==> src/rtl/bce_pkg.sv <==
// Shared types and constants for the burst column engine.
// Assumes a maximum burst of 8 beats.
package bce_pkg;
    typedef enum logic [1:0] {
        CMD_NOP   = 2'b00,
        CMD_READ  = 2'b01,
        CMD_WRITE = 2'b10,
        CMD_RSVD  = 2'b11
    } cmd_e;

    localparam int MAX_BL = 8;
    localparam int IDX_W  = $clog2(MAX_BL) + 1;
endpackage

==> src/rtl/bce_suspend_ctl.sv <==
// Clock-suspend tracker. Assumes in_progress is high while a burst is
// active or starting this edge. A low clock enable sampled then makes
// the next edge a suspended one.
module bce_suspend_ctl (
    input  logic clk,
    input  logic rst_n,
    input  logic cke,
    input  logic in_progress,
    output logic suspended,
    output logic edge_en
);
    logic susp_q;

    // Sample the clock enable on every edge; the result governs the next edge.
    always_ff @(posedge clk) begin
        if (!rst_n) susp_q <= 1'b0;
        else        susp_q <= ~cke & in_progress;
    end

    assign suspended = susp_q;
    assign edge_en   = ~susp_q;
endmodule

==> src/rtl/bce_col_seq.sv <==
// Column sequencer. Accepts commands on enabled edges, tracks the beat
// index, and derives this cycle's beat address, write strobe and read
// request. Burst length is captured with the command. Assumes COL_W >= 3.
module bce_col_seq #(
    parameter int BANK_W = 2,
    parameter int COL_W  = 6
) (
    input  logic              clk,
    input  logic              rst_n,
    input  logic              edge_en,
    input  logic [1:0]        cmd,
    input  logic [BANK_W-1:0] cmd_bank,
    input  logic [COL_W-1:0]  cmd_col,
    input  logic              dm,
    input  logic [1:0]        bl_sel,
    output logic              beat_we,
    output logic              beat_rd,
    output logic [BANK_W-1:0] beat_bank,
    output logic [COL_W-1:0]  beat_col,
    output logic              active,
    output logic              in_progress,
    output logic [bce_pkg::IDX_W-1:0] beat_idx,
    output logic              rd_oe
);
    import bce_pkg::*;

    logic              active_q, wr_q, oe_q;
    logic [BANK_W-1:0] bank_q;
    logic [COL_W-1:0]  base_q;
    logic [IDX_W-1:0]  idx_q, beats_q;

    logic              is_col_cmd, start, cont, beat, beat_is_wr, last;
    logic [IDX_W-1:0]  idx, beats;
    logic [COL_W-1:0]  base, mask;

    // Decide whether this edge starts a burst, continues one, or idles.
    always_comb begin
        is_col_cmd = (cmd == CMD_READ) || (cmd == CMD_WRITE);
        start      = edge_en & is_col_cmd;
        cont       = edge_en & active_q & ~is_col_cmd;
        beat       = start | cont;
        beat_is_wr = start ? (cmd == CMD_WRITE) : wr_q;
        base       = start ? cmd_col : base_q;
        beat_bank  = start ? cmd_bank : bank_q;
        idx        = start ? '0 : idx_q;
        beats      = start ? (IDX_W'(1) << bl_sel) : beats_q;
        last       = (idx + IDX_W'(1)) == beats;
    end

    // Sequential wrap inside the aligned block of the burst length.
    always_comb begin
        mask     = COL_W'(beats - IDX_W'(1));
        beat_col = (base & ~mask) | ((base + COL_W'(idx)) & mask);
        beat_we  = beat & beat_is_wr & ~dm;
        beat_rd  = beat & ~beat_is_wr;
    end

    // Burst state advances only on enabled edges.
    always_ff @(posedge clk) begin
        if (!rst_n) begin
            active_q <= 1'b0;
            wr_q     <= 1'b0;
            bank_q   <= '0;
            base_q   <= '0;
            idx_q    <= '0;
            beats_q  <= IDX_W'(1);
        end else if (edge_en) begin
            if (start) begin
                active_q <= ~last;
                wr_q     <= (cmd == CMD_WRITE);
                bank_q   <= cmd_bank;
                base_q   <= cmd_col;
                idx_q    <= IDX_W'(1);
                beats_q  <= beats;
            end else if (active_q) begin
                active_q <= ~last;
                idx_q    <= idx_q + IDX_W'(1);
            end
        end
    end

    // Output enable follows read beats and holds across suspended edges.
    always_ff @(posedge clk) begin
        if (!rst_n)       oe_q <= 1'b0;
        else if (edge_en) oe_q <= beat_rd;
    end

    assign active      = active_q;
    assign in_progress = active_q | start;
    assign beat_idx    = idx_q;
    assign rd_oe       = oe_q;
endmodule

==> src/rtl/bce_array.sv <==
// Behavioural storage, one array per bank, with a registered read port.
// The read register loads only on read beats, so it holds across
// suspended edges. Storage contents are not reset.
module bce_array #(
    parameter int BANK_W = 2,
    parameter int COL_W  = 6,
    parameter int DATA_W = 16
) (
    input  logic              clk,
    input  logic              rst_n,
    input  logic              we,
    input  logic              rd,
    input  logic [BANK_W-1:0] bank,
    input  logic [COL_W-1:0]  col,
    input  logic [DATA_W-1:0] wdata,
    output logic [DATA_W-1:0] rdata
);
    localparam int BANKS = 1 << BANK_W;
    localparam int DEPTH = 1 << COL_W;

    logic [DATA_W-1:0] rd_word [BANKS];
    logic [DATA_W-1:0] rdata_q;

    for (genvar b = 0; b < BANKS; b++) begin : g_bank
        logic [DATA_W-1:0] mem [DEPTH];

        // Store the beat's data when this bank is addressed.
        always_ff @(posedge clk) begin
            if (we && (bank == BANK_W'(b))) mem[col] <= wdata;
        end

        assign rd_word[b] = mem[col];
    end

    // Capture read data for the beat being read.
    always_ff @(posedge clk) begin
        if (!rst_n)  rdata_q <= '0;
        else if (rd) rdata_q <= rd_word[bank];
    end

    assign rdata = rdata_q;
endmodule

==> src/rtl/burst_col_engine.sv <==
// Top of the burst column engine. It ties the suspend tracker, the column
// sequencer and the behavioural array together. Assumes one data-mask
// bit for the whole word and a read latency of one cycle.
module burst_col_engine #(
    parameter int BANK_W = 2,
    parameter int COL_W  = 6,
    parameter int DATA_W = 16
) (
    input  logic              clk,
    input  logic              rst_n,
    input  logic              cke,
    input  logic [1:0]        cmd,
    input  logic [BANK_W-1:0] cmd_bank,
    input  logic [COL_W-1:0]  cmd_col,
    input  logic [DATA_W-1:0] din,
    input  logic              dm,
    input  logic [1:0]        bl_sel,
    output logic [DATA_W-1:0] dout,
    output logic              dout_oe,
    output logic              arr_we,
    output logic [BANK_W-1:0] arr_bank,
    output logic [COL_W-1:0]  arr_col
);
    logic suspended, edge_en, in_progress, burst_active, beat_rd;
    logic [bce_pkg::IDX_W-1:0] beat_idx;

    bce_suspend_ctl u_susp (
        .clk         (clk),
        .rst_n       (rst_n),
        .cke         (cke),
        .in_progress (in_progress),
        .suspended   (suspended),
        .edge_en     (edge_en)
    );

    bce_col_seq #(.BANK_W(BANK_W), .COL_W(COL_W)) u_seq (
        .clk         (clk),
        .rst_n       (rst_n),
        .edge_en     (edge_en),
        .cmd         (cmd),
        .cmd_bank    (cmd_bank),
        .cmd_col     (cmd_col),
        .dm          (dm),
        .bl_sel      (bl_sel),
        .beat_we     (arr_we),
        .beat_rd     (beat_rd),
        .beat_bank   (arr_bank),
        .beat_col    (arr_col),
        .active      (burst_active),
        .in_progress (in_progress),
        .beat_idx    (beat_idx),
        .rd_oe       (dout_oe)
    );

    bce_array #(.BANK_W(BANK_W), .COL_W(COL_W), .DATA_W(DATA_W)) u_arr (
        .clk   (clk),
        .rst_n (rst_n),
        .we    (arr_we),
        .rd    (beat_rd),
        .bank  (arr_bank),
        .col   (arr_col),
        .wdata (din),
        .rdata (dout)
    );
endmodule

==> config.mk <==
export PLATFORM = sky130hd
export DESIGN_NAME = burst_col_engine
export DESIGN_NICKNAME = d
export VERILOG_FILES = /design/src/rtl/bce_pkg.sv /design/src/rtl/bce_suspend_ctl.sv /design/src/rtl/bce_col_seq.sv /design/src/rtl/bce_array.sv /design/src/rtl/burst_col_engine.sv
export SDC_FILE = /design/constraint.sdc
export NUM_CORES = 2
export LEC_CHECK = 0
export BUFFER_PORTS_ARGS = -buffer_cell sky130_fd_sc_hd__buf_2
export CORE_ASPECT_RATIO = 0.7
export CORE_UTILIZATION = 30
export CTS_CLUSTER_SIZE = 30
export DETAILED_ROUTE_END_ITERATION = 6
export RECOVER_POWER = 25
export SETUP_SLACK_MARGIN = 0.2
export SYNTH_ARGS = -nofsm -noshare
export SYNTH_HDL_FRONTEND = slang
export SYNTH_SLANG_ARGS = --single-unit
==> constraint.sdc <==
create_clock -name clk -period 6.45 [get_ports clk]
set_input_delay 1.29 -clock clk [delete_from_list [all_inputs] [get_ports clk]]
set_output_delay 1.29 -clock clk [all_outputs]
set_load 0.01 [all_outputs]
==> Flow_metrics.wiki <==
{| class="wikitable"
! Metric !! Value
|-
| Result of the run || finished, violations left
|-
| Failing checks || design-rule violations, max-capacitance violations, max-slew violations
|-
| Cell internal pwr || around 48 mW
|-
| Kind of start point of the critical path || primary input
|-
| Maximum number of buffers from clock root to sink || 4
|-
| Total standard cell area after synthesis || between 150000 and 200000 um^2
|-
| Count of port buffers added during placement || 57
|-
| Sink count of the clock tree || just over 4000
|-
| DRC Markers || 1
|-
| Pin slew with the least headroom to its limit || approximately 6 ns
|-
| Maximum number of pins on one net before global-route repair || between 150 and 200
|-
| Top-area cell type share of the netlist area || between 70% and 80%
|-
| Combinational power share || between 20% and 30%
|-
| Most common library cells after synthesis || 4096 x sky130_fd_sc_hd__edfxtp_1, 879 x sky130_fd_sc_hd__mux4_2, 631 x sky130_fd_sc_hd__nand2_1, 288 x sky130_fd_sc_hd__nor2_1, 279 x sky130_fd_sc_hd__mux2i_1
|-
| Final Cycle Share || between 90% and 100%
|-
| Maximum fanout along the worst path || 27
|-
| Vias in the first global route || roughly 86000
|-
| Post-DR vias/cell || 5.40
|-
| Synth-to-Final Area Change || 18.7%
|-
| Synthesis warning total || 0
|-
| Register area || 124000 um^2
|-
| Smallest setup slack after layout || 0.248 ns
|-
| Global Route Usage Sum || between 10% and 20%
|-
| Placeable core region || roughly 530000 um^2
|-
| Total of max-cap violations || 24
|-
| Total grt overflow || 0
|-
| Detail-routed net length per standard cell || 30.6 um
|-
| Setup Crit Path Kind || in -> reg
|-
| Number of enable-type register cells in the synthesized netlist || about 4000
|-
| Leading register cell type out of synthesis || sky130_fd_sc_hd__edfxtp_1
|-
| First-iteration detailed-routing DRC count || ~15000
|-
| Hold_buf cts || 0
|-
| Number of nets still failing antenna checks after routing || 0
|-
| Path class of the lowest-slack min-delay path || reg -> reg
|-
| Cell accounting for the most synthesized area || sky130_fd_sc_hd__edfxtp_1
|-
| Overall die area || roughly 540000 um^2
|-
| Final TNS setup || 0 ns
|-
| Fin. Hold Viols || 0
|-
| Final #Nets || 9023
|-
| Flip-flop and latch count after synthesis || just over 4000
|-
| TritonCTS buffer count || around 360
|-
| Unrepaired setup endpoints after global routing || false
|-
| Cell types with the largest area share after synthesis || sky130_fd_sc_hd__edfxtp_1 76%, sky130_fd_sc_hd__mux4_2 12%, sky130_fd_sc_hd__mux2i_1 1.7%
|-
| Length of the first detailed-routing pass in iterations || 7
|-
| Standard-cell rows || around 220
|-
| Routability Congestion || between 0.9 and 1
|-
| Sort of element at the end of the critical path || register
|-
| Fraction of final layout cells with drive strength greater than 1 || roughly 29%
|-
| Effective utilization at floorplan || 30.2%
|-
| Clock tree skew after final layout || ~0.076 ns
|-
| H-tree level count || 5
|-
| Number of standard cells after synthesis || 7897
|-
| Height of the chip || slightly above 600 um
|-
| Multi-input logic area || roughly 35000 um^2
|-
| Horizontal die dimension || ~900 um
|-
| Worst-skew pair later-pin latency || 0.97 ns
|-
| Antenna violations before repair || 65
|-
| Sw Ratio || 28.4%
|-
| Fraction of registers with async set or reset after synthesis || 0%
|-
| Max Freq || about 160 MHz
|-
| Reg clk slew, reported paths || 0.07 ns
|-
| Syn_nets || between 7000 and 8000
|-
| Leakage power total || 61.0 nW
|-
| Sum of net half-perimeters after detailed placement || roughly 320000 um
|-
| Count of pins on the block boundary || between 50 and 60
|-
| Clock Root Buffer || sky130_fd_sc_hd__clkbuf_16
|-
| Pre-CTS worst setup slack || -0.711 ns
|-
| Net switching power figure || around 19 mW
|-
| Share of synthesized area occupied by flip-flops and latches || 76.7%
|-
| CTS tree || built
|-
| Relative slew slack || -306%
|-
| Maximum resistive drop on vdd || about 210 uV
|-
| Max-slew violation total from the final report || around 2200
|-
| Number of fill cells in the layout || 48900
|-
| Fraction of power consumed by sequential logic || 44.2%
|-
| Routed WL || 502000 um
|-
| Via count || between 80000 and 90000
|-
| Time the final worst path needs with I/O delays and setup || a little over 6 ns
|-
| Required @ worst endpoint || approximately 7.3 ns
|-
| Worst path arrival time || ~7 ns
|-
| Cell with the most instances after synthesis || sky130_fd_sc_hd__edfxtp_1
|-
| Distinct cell type count after synthesis || around 100
|-
| Wire length of the first global-routing pass || ~700000 um
|-
| Pwr/cell area || about 350 nW/um^2
|-
| Setup violation total in the final timing report || 0
|-
| Portion of total power attributed to the clock network || around 33%
|-
| Syn Area/Cell || ~20 um^2
|}
[cell type report]
cell class,instances,share of cell area (%)
Antenna cell,15,0.0196
Clock buffer,440,4.98
Clock inverter,215,1.20
Inverter,11,0.0405
Multi-Input combinational cell,3269,18.1
Sequential cell,4132,64.6
Tap cell,7119,4.65
Timing Repair Buffer,1208,6.42
[metal layers]
metal | share of wire, % | GRT usage (%)
met1 | 42 | 26.9
met2 | 41 | 25.0
met3 | 14 | 5.77
met4 | 2.6 | 4.23
met5 | 0.051 | 0
[state kept, by name, indices dropped and copies added, names as in the netlist]
name              flops
u_arr.g_bank.mem   4096
u_arr.rdata          16
u_seq.active          1
u_seq.bank_q          2
u_seq.base_q          6
u_seq.beat_idx        4
u_seq.beats_q         4
u_seq.rd_oe           1
u_seq.wr_q            1
u_susp.suspended      1
[worst paths after layout]
check | from | end | slack (ns) | cells past startpoint
min reg2reg | u_seq.wr_q | u_seq.wr_q | 0.49 | 2
max reg2reg | u_susp.suspended | u_arr.rdata[1] | 0.68 | 19
max | cmd[0] | u_arr.rdata[6] | 0.25 | 20
min | u_seq.wr_q | u_seq.wr_q | 0.49 | 2
[layout by cell type, fill, tap and decap left out, types with 18 or more instances in the layout]
cell type / netlist / routed
sky130_fd_sc_hd__nor2_2: 3 / 22
sky130_fd_sc_hd__a22oi_1: 18 / 18
sky130_fd_sc_hd__and3_1: 125 / 125
sky130_fd_sc_hd__o21ai_0: 71 / 68
sky130_fd_sc_hd__a211oi_1: 155 / 154
sky130_fd_sc_hd__o22ai_1: 97 / 96
sky130_fd_sc_hd__buf_2: 96 / 40
sky130_fd_sc_hd__buf_12: 14 / 270
sky130_fd_sc_hd__a21oi_1: 165 / 160
sky130_fd_sc_hd__edfxtp_1: 4096 / 4096
sky130_fd_sc_hd__buf_4: 67 / 871
sky130_fd_sc_hd__nor2_1: 288 / 269
sky130_fd_sc_hd__nand2_1: 631 / 622
sky130_fd_sc_hd__clkbuf_1: 179 / 83
sky130_fd_sc_hd__dfxtp_1: 36 / 36
sky130_fd_sc_hd__a31oi_1: 52 / 51
sky130_fd_sc_hd__bufinv_16: 0 / 43
sky130_fd_sc_hd__nor4_1: 33 / 32
sky130_fd_sc_hd__a2111oi_0: 23 / 21
sky130_fd_sc_hd__clkinv_2: 0 / 70
sky130_fd_sc_hd__nand3_1: 100 / 98
sky130_fd_sc_hd__a311oi_1: 52 / 52
sky130_fd_sc_hd__mux4_2: 879 / 879
sky130_fd_sc_hd__clkinv_1: 1 / 66
sky130_fd_sc_hd__clkbuf_16: 0 / 370
sky130_fd_sc_hd__mux2i_1: 279 / 278
[metrics by stage]
step	cell area, um^2	power (mW)	std cells	util (%)	hold WS (ns)
floorplan	161000	37.9	7897	-	0.452
global placement	180000	44.8	15700	33.7	0.478
detailed placement	180000	44.9	15700	33.7	0.482
CTS	192000	67.0	16400	35.9	0.491
global route	191000	68.7	16400	35.9	0.543
finish	191000	67.0	16400	35.9	0.492
[worst max-delay path, stage by stage]
cell,delay [ns]
sky130_fd_sc_hd__clkbuf_1,0.16
sky130_fd_sc_hd__inv_1,0.12
sky130_fd_sc_hd__ha_4,0.32
sky130_fd_sc_hd__buf_12,0.18
sky130_fd_sc_hd__nor2_1,0.28
sky130_fd_sc_hd__buf_4,0.31
sky130_fd_sc_hd__o21ai_0,0.18
sky130_fd_sc_hd__ha_1,0.32
sky130_fd_sc_hd__nor2_1,0.05
sky130_fd_sc_hd__a31o_2,0.26
sky130_fd_sc_hd__inv_8,0.27
sky130_fd_sc_hd__buf_4,0.33
sky130_fd_sc_hd__buf_4,0.32
sky130_fd_sc_hd__mux4_2,0.37
sky130_fd_sc_hd__mux2i_1,0.17
sky130_fd_sc_hd__buf_4,0.18
sky130_fd_sc_hd__o22ai_1,0.19
sky130_fd_sc_hd__a222oi_1,1.13
sky130_fd_sc_hd__a211o_1,0.44
sky130_fd_sc_hd__nand3_1,0.11
[power groups by stage]
stage	clock network (mW)	logic (mW)	registers (mW)
6_report	22.4	15.0	29.7
5_1_grt	23.5	15.5	29.6
4_1_cts	22.6	14.8	29.6
3_5_place_dp	0	14.7	30.2
3_3_place_gp	0	14.6	30.2
2_1_floorplan	0	7.73	30.2
[what timing repair did]
action | CTS | global route
setup buffers | 1 | 1
pin swaps | 1 | 0
resized for setup | 1 | 2
hold endpoints to repair | 0 | 0
endpoints found under the setup margin | 2 | 2
[cells by family after synthesis]
kind of cell	Yosys count	share of synthesized area (%)
AO/OA/AOI/OAI	794	3.39
adder cells (fa/ha/maj)	6	0.0465
AND/OR/NAND/NOR	1279	3.51
multiplexers	1184	14.3
XOR/XNOR	6	0.0326
flip-flops	4132	76.7
buffers and inverters	496	1.99
(Power assumes the default switching activity.)
